`config.mk`:
```
export PLATFORM = sky130hd
export DESIGN_NAME = ser_lb_xconn
export DESIGN_NICKNAME = d
export VERILOG_FILES = /design/src/rtl/ser_lb_pkg.sv /design/src/rtl/ser_lb_ctrl.sv /design/src/rtl/ser_lb_route.sv /design/src/rtl/ser_lb_pindrv.sv /design/src/rtl/ser_lb_clksel.sv /design/src/rtl/ser_lb_xconn.sv
export SDC_FILE = /design/constraint.sdc
export NUM_CORES = 1
export LEC_CHECK = 0
export BUFFER_PORTS_ARGS = -buffer_cell sky130_fd_sc_hd__buf_2
export CAP_MARGIN = 20
export CORE_MARGIN = 3
export CORE_UTILIZATION = 39
export CTS_CLUSTER_DIAMETER = 60
export DETAILED_ROUTE_END_ITERATION = 8
export HOLD_SLACK_MARGIN = 0.15
export PLACE_DENSITY = 0.78
export SLEW_MARGIN = 20
export SYNTH_ARGS = -nofsm -noshare
export SYNTH_HDL_FRONTEND = slang
export SYNTH_SLANG_ARGS = --single-unit
```
`constraint.sdc`:
```
create_clock -name clk -period 1.9 [get_ports clk]
set_input_delay 0.095 -clock clk [delete_from_list [all_inputs] [get_ports clk]]
set_output_delay 0.095 -clock clk [all_outputs]
set_load 0.05 [all_outputs]
```
`src/rtl/ser_lb_pkg.sv`:
```
package ser_lb_pkg;
  localparam int FMODE_W   = 9;
  localparam int TDM_MIN   = 2;
  localparam int TDM_MAX   = 32;
  localparam logic [1:0] LB_MODE_SYNC = 2'b01;

  typedef struct packed {
    logic bclk;
    logic fsync;
  } clkfs_t;

  function automatic logic code_is_tdm(input logic [FMODE_W-1:0] code);
    return (code >= FMODE_W'(TDM_MIN)) && (code <= FMODE_W'(TDM_MAX));
  endfunction
endpackage

```
`src/rtl/ser_lb_ctrl.sv`:
```
module ser_lb_ctrl
  import ser_lb_pkg::*;
#(
  parameter int FMODE_W = ser_lb_pkg::FMODE_W
) (
  input  logic               clk,
  input  logic               rst,
  input  logic               lb_en,
  input  logic [1:0]         lb_mode,
  input  logic [FMODE_W-1:0] frame_mode,
  input  logic               err_clr,
  output logic               lb_active,
  output logic               cfg_err
);
  logic mode_bad;

  assign mode_bad  = lb_en && (lb_mode != LB_MODE_SYNC);
  assign lb_active = lb_en && !mode_bad && code_is_tdm(frame_mode);

  always_ff @(posedge clk) begin
    if (rst)           cfg_err <= 1'b0;
    else if (mode_bad) cfg_err <= 1'b1;
    else if (err_clr)  cfg_err <= 1'b0;
  end
endmodule

```
`src/rtl/ser_lb_route.sv`:
```
module ser_lb_route #(
  parameter int NSER = 8
) (
  input  logic            clk,
  input  logic            rst,
  input  logic            lb_active,
  input  logic            lb_order,
  input  logic [NSER-1:0] tx_data,
  input  logic [NSER-1:0] pin_in,
  output logic [NSER-1:0] rx_data
);
  localparam int NPAIR = NSER / 2;

  logic [NSER-1:0] rx_nxt;

  for (genvar p = 0; p < NPAIR; p++) begin : g_pair
    localparam int EV = 2 * p;
    localparam int OD = 2 * p + 1;
    always_comb begin
      rx_nxt[EV] = (lb_active && !lb_order) ? tx_data[OD] : pin_in[EV];
      rx_nxt[OD] = (lb_active &&  lb_order) ? tx_data[EV] : pin_in[OD];
    end
  end

  always_ff @(posedge clk) begin
    if (rst) rx_data <= '0;
    else     rx_data <= rx_nxt;
  end
endmodule

```
`src/rtl/ser_lb_pindrv.sv`:
```
module ser_lb_pindrv #(
  parameter int NSER = 8
) (
  input  logic            clk,
  input  logic            rst,
  input  logic            lb_active,
  input  logic            lb_order,
  input  logic [NSER-1:0] tx_data,
  input  logic [NSER-1:0] pin_func,
  input  logic [NSER-1:0] pin_dir,
  output logic [NSER-1:0] pin_out,
  output logic [NSER-1:0] pin_oe
);
  logic [NSER-1:0] oe_nxt;

  for (genvar i = 0; i < NSER; i++) begin : g_pin
    localparam bit IS_ODD = (i % 2) == 1;
    logic is_tx;
    assign is_tx     = IS_ODD ? !lb_order : lb_order;
    assign oe_nxt[i] = lb_active && is_tx && !pin_func[i] && pin_dir[i];

    always_ff @(posedge clk) begin
      if (rst) begin
        pin_oe[i]  <= 1'b0;
        pin_out[i] <= 1'b0;
      end else begin
        pin_oe[i]  <= oe_nxt[i];
        pin_out[i] <= oe_nxt[i] && tx_data[i];
      end
    end
  end
endmodule

```
`src/rtl/ser_lb_clksel.sv`:
```
module ser_lb_clksel
  import ser_lb_pkg::*;
(
  input  logic   clk,
  input  logic   rst,
  input  logic   lb_active,
  input  logic   clk_async,
  input  clkfs_t tx_src,
  input  clkfs_t rx_src,
  output clkfs_t rx_sel
);
  logic use_tx;

  assign use_tx = lb_active || !clk_async;

  always_ff @(posedge clk) begin
    if (rst) rx_sel <= '0;
    else     rx_sel <= use_tx ? tx_src : rx_src;
  end
endmodule

```
`src/rtl/ser_lb_xconn.sv`:
```
module ser_lb_xconn
  import ser_lb_pkg::*;
#(
  parameter int NSER    = 8,
  parameter int FMODE_W = ser_lb_pkg::FMODE_W
) (
  input  logic               clk,
  input  logic               rst,
  input  logic               lb_en,
  input  logic               lb_order,
  input  logic [1:0]         lb_mode,
  input  logic               clk_async,
  input  logic [FMODE_W-1:0] frame_mode,
  input  logic               err_clr,
  input  logic [NSER-1:0]    tx_data,
  input  logic [NSER-1:0]    pin_in,
  input  logic [NSER-1:0]    pin_func,
  input  logic [NSER-1:0]    pin_dir,
  input  logic               tx_bclk,
  input  logic               tx_fsync,
  input  logic               rx_bclk_ext,
  input  logic               rx_fsync_ext,
  output logic [NSER-1:0]    rx_data,
  output logic [NSER-1:0]    pin_out,
  output logic [NSER-1:0]    pin_oe,
  output logic               rx_bclk_sel,
  output logic               rx_fsync_sel,
  output logic               cfg_err
);
  logic   lb_active;
  clkfs_t tx_src, rx_src, rx_sel;

  assign tx_src = '{bclk: tx_bclk, fsync: tx_fsync};
  assign rx_src = '{bclk: rx_bclk_ext, fsync: rx_fsync_ext};
  assign rx_bclk_sel  = rx_sel.bclk;
  assign rx_fsync_sel = rx_sel.fsync;

  ser_lb_ctrl #(.FMODE_W(FMODE_W)) u_ctrl (
    .clk(clk), .rst(rst), .lb_en(lb_en), .lb_mode(lb_mode),
    .frame_mode(frame_mode), .err_clr(err_clr),
    .lb_active(lb_active), .cfg_err(cfg_err)
  );

  ser_lb_route #(.NSER(NSER)) u_route (
    .clk(clk), .rst(rst), .lb_active(lb_active), .lb_order(lb_order),
    .tx_data(tx_data), .pin_in(pin_in), .rx_data(rx_data)
  );

  ser_lb_pindrv #(.NSER(NSER)) u_pindrv (
    .clk(clk), .rst(rst), .lb_active(lb_active), .lb_order(lb_order),
    .tx_data(tx_data), .pin_func(pin_func), .pin_dir(pin_dir),
    .pin_out(pin_out), .pin_oe(pin_oe)
  );

  ser_lb_clksel u_clksel (
    .clk(clk), .rst(rst), .lb_active(lb_active), .clk_async(clk_async),
    .tx_src(tx_src), .rx_src(rx_src), .rx_sel(rx_sel)
  );
endmodule

```
==> flow_metrics.env <==
export IMPL_clockBufferDepth=2
export IMPL_status="complete, no violations"
export IMPL_start_util_pct=42.5
export IMPL_crit_fanout=7
export IMPL_antenna_found_initial=0
export IMPL_leakagePower_nw=1.03
export IMPL_syn_to_final_growth_pct=97.8
export IMPL_io_buffers=79
export IMPL_wl_per_cell_um=17.5
export IMPL_finalHoldViolations=0
export IMPL_crit_type="in -> reg"
export IMPL_dr_first_iter_drc_count=50
export IMPL_setup_ws_ps=14.1
export IMPL_syn_inst=102
export IMPL_cap_viol_max_count=0
export IMPL_postCtsSetupRepairBufs=0
export IMPL_startpoint_type="primary input"
export IMPL_rows=18
export IMPL_slew_violations=0
export IMPL_worstPathRequired_ps=2140
export IMPL_ys_ff_latch=27
export IMPL_nNetsFinal=293
export IMPL_peakVddDrop_v=0.000394
export IMPL_yosys_cell_types_count=24
export IMPL_clockRootBuffer="clkbuf_4"
export IMPL_dieHeight_um=58.7
export IMPL_yosysWarnings=0
export IMPL_top_layer="met4"
export IMPL_gp_congestion=0.770
export IMPL_cts_tree="built"
export IMPL_m1WireLength_um=1830
export IMPL_clock_skew_ps=0
export IMPL_die_area_um2=3440
export IMPL_worst_hold_slack_ps=256
export IMPL_slowest_delay_ps=580
export IMPL_firstDrtPassIters=4
export IMPL_endpoint_kind="register"
export IMPL_place_inst=215
export IMPL_tightestPinTransition_ps=353
export IMPL_final_cell_count_no_fill=270
export IMPL_coreArea_um2=2540
export IMPL_vias_per_cell=5.35
export IMPL_post_route_drc_count=0
export IMPL_yosysMostFrequentCell="dfxtp_1"
export IMPL_finalSetupViolCount=0
export IMPL_slew_headroom_pct=76.5
export IMPL_fin_crit_sh_pct=99.3
export IMPL_ys_top_cells_by_count="dfxtp_1, nand2b_1, and4b_1, a21oi_1, nor3b_1"
export IMPL_num_vias=1444
export IMPL_grt_start_max_net_pins=23
export IMPL_gr_total_overflow=0
export IMPL_routed_wl_met3_um=323
export IMPL_p_per_area_nw_per_um2=528
export IMPL_dr_wl_met2_um=2430
export IMPL_grt_pass1_vias=1428
export IMPL_ant_nets=0
export IMPL_ioPinCount=80
export IMPL_cts_sinks=27
export IMPL_syn_nets=155
export IMPL_crit_family="buffers and inverters"
export IMPL_arrival_ps=2120
export IMPL_avgSynthCellArea_um2=10.6
export IMPL_fmax_ghz=0.530
export IMPL_cts_clk_slew_worst_paths_ps=150
export IMPL_dpl_hpwl_um=2490
export IMPL_cp_slowest_cell="dlygate4sd3_1"
export IMPL_synth_area_top_cells="dfxtp_1, and4b_1, nand2b_1"
export IMPL_min_path_type="in -> reg"
export IMPL_yosys_area_top_type="dfxtp_1"
export IMPL_synthFlopType="dfxtp_1"
export IMPL_drive_above_1_share_pct=42.7
export IMPL_async_flop_share_pct=0
export IMPL_synth_top_area_share_pct=50.0
export IMPL_clkLatencyLatePin_ps=330
export IMPL_fin_setup_tns_ps=0
export IMPL_finalCriticalPeriod_ps=1890
export IMPL_grt_pass1_wl_um=6730
export IMPL_mappedNetlistArea_um2=1080
export IMPL_grt_usage_pct=26.1
export IMPL_cts_buffers=3
export IMPL_worstPathBufferInverterCount=3
export IMPL_seq_area_frac_synth_pct=50.0
export IMPL_die_w_um=58.7
export IMPL_cts_htree_levels=1
export IMPL_wirelength_um=4740
export IMPL_synth_edff_count=0
export IMPL_pre_cts_slack_ps=98.5
export IMPL_cp_cell_sequence="buf_2 -> or4b_1 -> or2_0 -> buf_4 -> o31ai_1 -> a21oi_1 -> dlygate4sd3_1"
[worst min-delay path: cells and delay by family]
kind | cells | cell delay (ps)
AND/OR/NAND/NOR | 2 | 270
buffers and inverters | 1 | 210
[per-stage QoR]
step                      util [%]  instance area (um^2)  power (mW)
after floorplan                  -                  1080       0.694
after global placement        60.8                  1550       0.779
after detailed placement      60.8                  1550       0.784
after CTS                     81.9                  2080        1.10
after global routing          83.9                  2140        1.15
final                         84.0                  2140        1.13
[logic make-up (layout without fill, tap and decap cells)]
family,after synthesis,after routing,share of synthesized area (%)
multiplexers,6,6,5.67
AND/OR/NAND/NOR,54,54,36.2
flip-flops,27,27,50.0
other,0,1,0
buffers and inverters,4,141,2.08
AO/OA/AOI/OAI,11,11,6.02
[what timing repair did]
action | CTS | global route
gates resized for setup | 0 | 10
hold buffers | 51 | 0
endpoints found under the setup margin | 0 | 11
hold endpoints to repair | 27 | 0
[final cells by class]
class	count	area (um^2)
clock buffer	4	26.3
tap	30	37.5
sequential	27	541
antenna	1	2.50
multi-input combinational	71	577
inverter	1	3.75
timing repair buffer	136	951
fill	133	407
[sequential cells by signal (all words and copies together), names as in the netlist]
name              flops
u_route.rx_data       8
u_ctrl.cfg_err        1
u_pindrv.pin_oe       8
u_pindrv.pin_out      8
u_clksel.rx_sel       2
[per-layer routing]
metal  vias up  global-route usage, %
met2        83                   45.3
met1       686                   31.6
met3        23                   3.73
li1        652                      -
met4         0                   12.3
met5         -                      0
[path summary, 6_finish.rpt]
kind	slack, ps	end	start	cells after the start
max	10	u_route.rx_data[0]	frame_mode[8]	7
min	260	u_pindrv.pin_oe[3]	lb_order	3
max reg2reg	90	u_ctrl.cfg_err	u_ctrl.cfg_err	5
min reg2reg	1730	u_ctrl.cfg_err	u_ctrl.cfg_err	5
[layout by cell type, fill, tap and decap left out, drive strengths merged]
cell          n
mux2i         5
nor3b        10
nor2          5
nand3         3
or4b          1
dlygate4sd3  51
or4           1
nor2b         1
or2           1
o31ai         4
mux2          1
nor4          2
nand2         4
inv           1
nand4b        2
nand2b       10
buf          85
clkbuf        4
nand4         4
and4b         8
and3          1
a21oi         7
dfxtp        27
diode         1
nor3          1
[power breakdown]
part           switching [mW]  leakage (nW)  total [mW]  internal [mW]
registers             0.00379         0.221       0.585          0.581
logic                   0.144         0.796       0.283          0.140
clock network           0.179        0.0150       0.261         0.0826
Note: power is estimated with default switching activity, not from simulation.
